===== src/rtl/pgadd_pkg.sv =====
package pgadd_pkg;

    typedef struct packed {
        logic g;
        logic p;
    } gp_t;

    typedef enum logic {
        NET_SERIAL = 1'b0,
        NET_TREE   = 1'b1
    } net_kind_e;

    // Merge a higher group with the adjacent lower group.
    function automatic gp_t gp_merge(gp_t hi, gp_t lo);
        gp_t r;
        r.g = hi.g | (hi.p & lo.g);
        r.p = hi.p & lo.p;
        return r;
    endfunction

endpackage


===== src/rtl/pgadd_bitpg.sv =====
module pgadd_bitpg
    import pgadd_pkg::*;
#(
    parameter int WIDTH         = 8,
    parameter bit CARRY_OR_PROP = 1'b0,
    localparam int M            = WIDTH + 1
) (
    input  logic [WIDTH-1:0] a_i,
    input  logic [WIDTH-1:0] b_i,
    input  logic             cin_i,
    output gp_t              pg_o [M],
    output logic [WIDTH-1:0] px_o
);
    // Position zero holds the carry-in; it never propagates.
    assign pg_o[0] = '{g: cin_i, p: 1'b0};
    assign px_o    = a_i ^ b_i;

    for (genvar i = 0; i < WIDTH; i++) begin : g_bit
        if (CARRY_OR_PROP) begin : g_or
            assign pg_o[i+1] = '{g: a_i[i] & b_i[i], p: a_i[i] | b_i[i]};
        end else begin : g_xor
            assign pg_o[i+1] = '{g: a_i[i] & b_i[i], p: a_i[i] ^ b_i[i]};
        end
    end
endmodule


===== src/rtl/pgadd_serial_net.sv =====
module pgadd_serial_net
    import pgadd_pkg::*;
#(
    parameter int M = 9
) (
    input  gp_t gp_i  [M],
    output gp_t grp_o [M]
);
    // Chain of generate-only cells: each group reaches position zero.
    for (genvar i = 0; i < M; i++) begin : g_pos
        gp_t node_d;
        if (i == 0) begin : g_base
            assign node_d = gp_i[0];
        end else begin : g_gray
            assign node_d = '{g: gp_i[i].g | (gp_i[i].p & g_pos[i-1].node_d.g),
                              p: 1'b0};
        end
        assign grp_o[i] = node_d;
    end
endmodule


===== src/rtl/pgadd_tree_net.sv =====
module pgadd_tree_net
    import pgadd_pkg::*;
#(
    parameter int M     = 9,
    parameter int RADIX = 2,
    localparam int LOG_R  = $clog2(RADIX),
    localparam int LEVELS = ($clog2(M) + LOG_R - 1) / LOG_R
) (
    input  gp_t gp_i  [M],
    output gp_t grp_o [M]
);
    for (genvar l = 0; l < LEVELS; l++) begin : g_lvl
        localparam int D = RADIX ** l;
        gp_t src_d [M];
        gp_t dst_d [M];

        if (l == 0) begin : g_first
            assign src_d = gp_i;
        end else begin : g_next
            assign src_d = g_lvl[l-1].dst_d;
        end

        for (genvar i = 0; i < M; i++) begin : g_pos
            if (i < D) begin : g_buf
                // Group already reaches position zero: pass through.
                assign dst_d[i] = src_d[i];
            end else begin : g_cell
                for (genvar k = 0; k < RADIX; k++) begin : g_k
                    gp_t acc_d;
                    if (k == 0) begin : g_seed
                        assign acc_d = src_d[i];
                    end else if (i >= k * D) begin : g_merge
                        assign acc_d = gp_merge(g_k[k-1].acc_d, src_d[i-k*D]);
                    end else begin : g_hold
                        assign acc_d = g_k[k-1].acc_d;
                    end
                end
                assign dst_d[i] = g_k[RADIX-1].acc_d;
            end
        end
    end

    assign grp_o = g_lvl[LEVELS-1].dst_d;
endmodule


===== src/rtl/pgadd_sum.sv =====
module pgadd_sum #(
    parameter int WIDTH = 8
) (
    input  logic [WIDTH-1:0] px_i,
    input  logic [WIDTH:0]   carry_i,
    output logic [WIDTH-1:0] sum_o,
    output logic             cout_o
);
    assign sum_o  = px_i ^ carry_i[WIDTH-1:0];
    assign cout_o = carry_i[WIDTH];
endmodule


===== src/rtl/pg_prefix_adder.sv =====
module pg_prefix_adder
    import pgadd_pkg::*;
#(
    parameter int        WIDTH         = 8,
    parameter net_kind_e NETWORK       = NET_TREE,
    parameter int        RADIX         = 2,
    parameter bit        CARRY_OR_PROP = 1'b0
) (
    input  logic [WIDTH-1:0] a_i,
    input  logic [WIDTH-1:0] b_i,
    input  logic             cin_i,
    output logic [WIDTH-1:0] sum_o,
    output logic             cout_o
);
    localparam int M = WIDTH + 1;

    gp_t              pg_d  [M];
    gp_t              grp_d [M];
    logic [WIDTH-1:0] px_d;
    logic [WIDTH:0]   carry_d;
    logic [M-1:0]     grp_p_unused;

    pgadd_bitpg #(
        .WIDTH        (WIDTH),
        .CARRY_OR_PROP(CARRY_OR_PROP)
    ) u_bitpg (
        .a_i  (a_i),
        .b_i  (b_i),
        .cin_i(cin_i),
        .pg_o (pg_d),
        .px_o (px_d)
    );

    if (NETWORK == NET_SERIAL) begin : g_serial
        pgadd_serial_net #(.M(M)) u_net (
            .gp_i (pg_d),
            .grp_o(grp_d)
        );
    end else begin : g_tree
        pgadd_tree_net #(.M(M), .RADIX(RADIX)) u_net (
            .gp_i (pg_d),
            .grp_o(grp_d)
        );
    end

    // Group generate at position k is the carry into operand bit k.
    for (genvar k = 0; k < M; k++) begin : g_carry
        assign carry_d[k]      = grp_d[k].g;
        assign grp_p_unused[k] = grp_d[k].p;
    end

    pgadd_sum #(.WIDTH(WIDTH)) u_sum (
        .px_i   (px_d),
        .carry_i(carry_d),
        .sum_o  (sum_o),
        .cout_o (cout_o)
    );
endmodule


===== config.mk =====
export PLATFORM = sky130hd
export DESIGN_NAME = pg_prefix_adder
export DESIGN_NICKNAME = d
export VERILOG_FILES = /design/src/rtl/pgadd_pkg.sv /design/src/rtl/pgadd_bitpg.sv /design/src/rtl/pgadd_serial_net.sv /design/src/rtl/pgadd_tree_net.sv /design/src/rtl/pgadd_sum.sv /design/src/rtl/pg_prefix_adder.sv
export SDC_FILE = /design/constraint.sdc
export NUM_CORES = 1
export LEC_CHECK = 0
export ABC_AREA = 1
export CORE_AREA = 2 2 39 41
export DETAILED_ROUTE_END_ITERATION = 10
export DIE_AREA = 0 0 41 43
export PLACE_DENSITY = 0.7
export SLEW_MARGIN = 20
export SYNTH_ARGS = -nofsm -noshare
export SYNTH_HDL_FRONTEND = slang
export SYNTH_SLANG_ARGS = --single-unit

===== constraint.sdc =====
create_clock -name vclk -period 3
set_input_delay 0.6 -clock vclk [all_inputs]
set_output_delay 0.6 -clock vclk [all_outputs]
set_load 0.01 [all_outputs]

* After elaboration in Yosys (flattened, before gate mapping)
Cells that the tools add are included.
** Word-level totals
- Bits in registers :: 0
- Logic and storage cells :: 73
** Cells by class
- Bitwise logic cells :: 73
** Operator list (count)
- $and A1 B1 Y1 :: 42
- $or A1 B1 Y1 :: 21
- $xor A8 B8 Y8 :: 2
- $xor A1 B1 Y1 :: 8

* Depth between registers and ports, before layout
- Depth after elaboration :: 8
- Gate-level depth with buffers :: 9
- Mapped depth without buffers :: 9

* Cells and area by module
A second synthesis with hierarchy kept.
** Second synthesis, totals
- Cells, all modules :: 124
- Area total of the unflattened synthesis :: 646.9 um^2
** By module, submodules not included
- pgadd_tree_net :: times used 1, cells an instance 64, area an instance 310.3 um^2, sequential area each 0.0 um^2
- pgadd_bitpg :: times used 1, cells an instance 19, area an instance 178.9 um^2, sequential area each 0.0 um^2
- pgadd_sum :: times used 1, cells an instance 41, area an instance 157.7 um^2, sequential area each 0.0 um^2

* Worst setup path before layout
No wires, ideal clock.
- Path type :: input to output
- Start :: input port a_i[0]
- End :: output port sum_o[3]
- Data arrival time :: 1549 ps
- Path slack :: 851 ps
- Cell stages on the path :: 7
- Path buffers :: 0
- Cell sequence :: inv_1 -> fa_1 -> inv_1 -> nand2_1 -> nand2_1 -> nand2_1 -> xnor2_1
** Between the ends
- Longest elaborated chain between the ends :: 6
- Elaborated cells between the ends (all ways) :: 7
- Those cells by class :: 7 x bitwise
** RTL lines
- start, declared :: RTL line pg_prefix_adder.sv:9 : input logic [WIDTH-1:0] a_i,
- $xor A1 B1 Y1 :: RTL line pgadd_bitpg.sv:22 : assign pg_o[i+1] = '{g: a_i[i] & b_i[i], p: a_i[i] ^ b_i[i]};
- $and A1 B1 Y1 :: RTL line pgadd_pkg.sv:16 : r.g = hi.g | (hi.p & lo.g);
- $or A1 B1 Y1 (*) :: RTL line pgadd_pkg.sv:16
- $and A1 B1 Y1 (*) :: RTL line pgadd_pkg.sv:16
- $or A1 B1 Y1 (*) :: RTL line pgadd_pkg.sv:16
- $xor A8 B8 Y8 (*) :: RTL line pgadd_sum.sv:9 : assign sum_o = px_i ^ carry_i[WIDTH-1:0];
- end, declared :: RTL line pg_prefix_adder.sv:12 : output logic [WIDTH-1:0] sum_o,
Mark *: on every way between the ends. The rest lies on a longest branch, timed or not.

* Worst setup path in the final report
Ends and elaborated chain as after synthesis.

==> results.json <==
{
  "outcome": "finished clean",
  "setup_viol": 0,
  "fill_cells": 151,
  "min_path_type": "in2out",
  "numPortBuffers": 26,
  "ys_types": 11,
  "clock.fmax_mhz": 354,
  "seq_cells": 0,
  "dp_hpwl_um": 936,
  "synth_top_area_cell": "nand2_1",
  "syn_avg_cell_area_sq_um": 5.31,
  "p_per_area_mw_per_mm2": 204,
  "power_mw": 0.154,
  "dieArea_sq_mm": 0.00176,
  "critical_path_peak_fanout": 3,
  "grt_usage_pct": 13.4,
  "grt_overflow_total": 0,
  "grt_pass1_vias": 492,
  "yosysMostFrequentCell": "nand2_1",
  "synthCells": 81,
  "timing.final.crit_share_pct": 94.2,
  "drc": 0,
  "max_cap_violations": 0,
  "post_dp_cell_area_sq_um": 741,
  "ys_seq_area_share_pct": 0,
  "critical_path_class": "in2out",
  "slowest_stage": "clkdlybuf4s50_1",
  "critical_path_required_ns": 2.40,
  "relSlewSlack_pct": 89.2,
  "pin_count": 26,
  "rsz0062_at_grt": "no",
  "postCtsSetupBuffers": 0,
  "die_h_um": 43,
  "viasPerCell": 4.34,
  "p_leak_nw": 0.441,
  "antenna_found_initial": 0,
  "die_w_um": 41,
  "place.gp.congestion": 0.720,
  "design_area_sq_um": 757,
  "cpLargestDelayFamily": "buffers and inverters",
  "ant_nets": 0,
  "wl_met2_um": 534,
  "crit_buf_inv": 4,
  "drt-initial-drc-count": 2,
  "start_kind": "input port",
  "path_common_cell": "nand2_1",
  "multi_input_area_sq_um": 392,
  "hold_violations": 0,
  "rows": 14,
  "setup.worst_path.end_class": "primary output",
  "worst_pin_slew_ns": 0.161,
  "seqCellArea_sq_um": 0,
  "worstPathArrival_ns": 2.23,
  "diodes": 0,
  "synth_area_sq_um": 430,
  "routedWlPerCell_um": 8.24,
  "top_layer": "met3",
  "synth_warnings": 0,
  "final_nets": 139,
  "grt_pass1_wl_um": 1770,
  "synthesis.nets": 107,
  "core_sq_mm": 0.00138,
  "synthTopCellsByArea": "nand2_1 30%, ha_1 23%, inv_1 15%",
  "wl_met1_um": 434,
  "synth.top_cell.area_share_pct": 29.7,
  "cp_cell_sequence": "clkdlybuf4s50_1 > inv_1 > fa_1 > inv_1 > nand2_1 > nand2_1 > nand2_1 > xnor2_1 > clkdlybuf4s15_1",
  "crit_path_max_incr_delay_ns": 0.48,
  "dr_wl_met3_um": 78,
  "ir_drop_uv": 93.8,
  "drv_slew": 0,
  "area_growth_pct": 75.9,
  "start_util_pct": 31.1,
  "grt_start_max_net_pins": 6,
  "fin_crit_ns": 2.83,
  "drt-total-wl_um": 1050,
  "cts_hold_buf": 0,
  "vias": 551,
  "synth_commonest_cells": "34 x nand2_1, 17 x inv_1, 8 x ha_1, 6 x nand3_1, 4 x nor2_1",
  "drive_above_1_share_pct": 7.21,
  "drt-pass1-iter-count": 2,
  "clock_buffers": 0
}
## path summary, 6_finish.rpt
path | start | to | cells after the start
max | a_i[0] | sum_o[3] | 9
min | cin_i | sum_o[2] | 6
## area by class of cell
class	instances	area share, %
inverter	17	8.43
multi-input combinational	64	51.7
tap	16	2.64
timing repair buffer	30	37.2
## metrics by stage
step | setup TNS (ns) | utilization [%] | hold WS (ns) | instances | worst slack, ns
2_1_floorplan | 0 | - | 1.44 | 81 | 0.851
3_3_place_gp | -0.440 | 53.5 | 2.35 | 127 | -0.168
3_5_place_dp | -0.587 | 53.5 | 2.34 | 127 | -0.194
4_1_cts | 0 | 53.9 | 2.15 | 127 | 0.00734
5_1_grt | 0 | 54.7 | 2.14 | 127 | 0.0340
6_report | 0 | 54.7 | 2.06 | 127 | 0.173
## logic make-up after synthesis
kind of cell | share of synthesized area (%)
simple gates | 47.7
compound gates | 3.49
xor+xnor | 6.11
fa+ha+maj | 27.9
buf+inv | 14.8
## per-layer routing
metal	vias to the layer above	global-route usage [%]
met4	0	0
li1	309	-
met3	0	0
met1	223	16.9
met5	-	0
met2	19	25.3
## repair_timing
action | CTS | global route
cloned | 0 | 0
endpoints found under the hold margin | 0 | 0
gates resized for setup | 7 | 8
setup endpoints to repair | 7 | 5
## power by group
| part | switching, mW | internal, mW | leakage (nW) |
|---|---|---|---|
| logic | 0.0705 | 0.0839 | 0.441 |
| clock network | 0 | 0 | 0 |
| registers | 0 | 0 | 0 |
| total | 0.0705 | 0.0839 | 0.441 |
## placed cells by master, fill, tap and decap left out, drive strengths merged, types with 3 or more instances in the layout
master         count
buf                4
nand3              6
inv               17
nand2             34
ha                 8
xnor2              3
clkdlybuf4s50     18
nor2               4
dlygate4sd2        3
a21oi              3
Power figures use the tool's default switching activity.
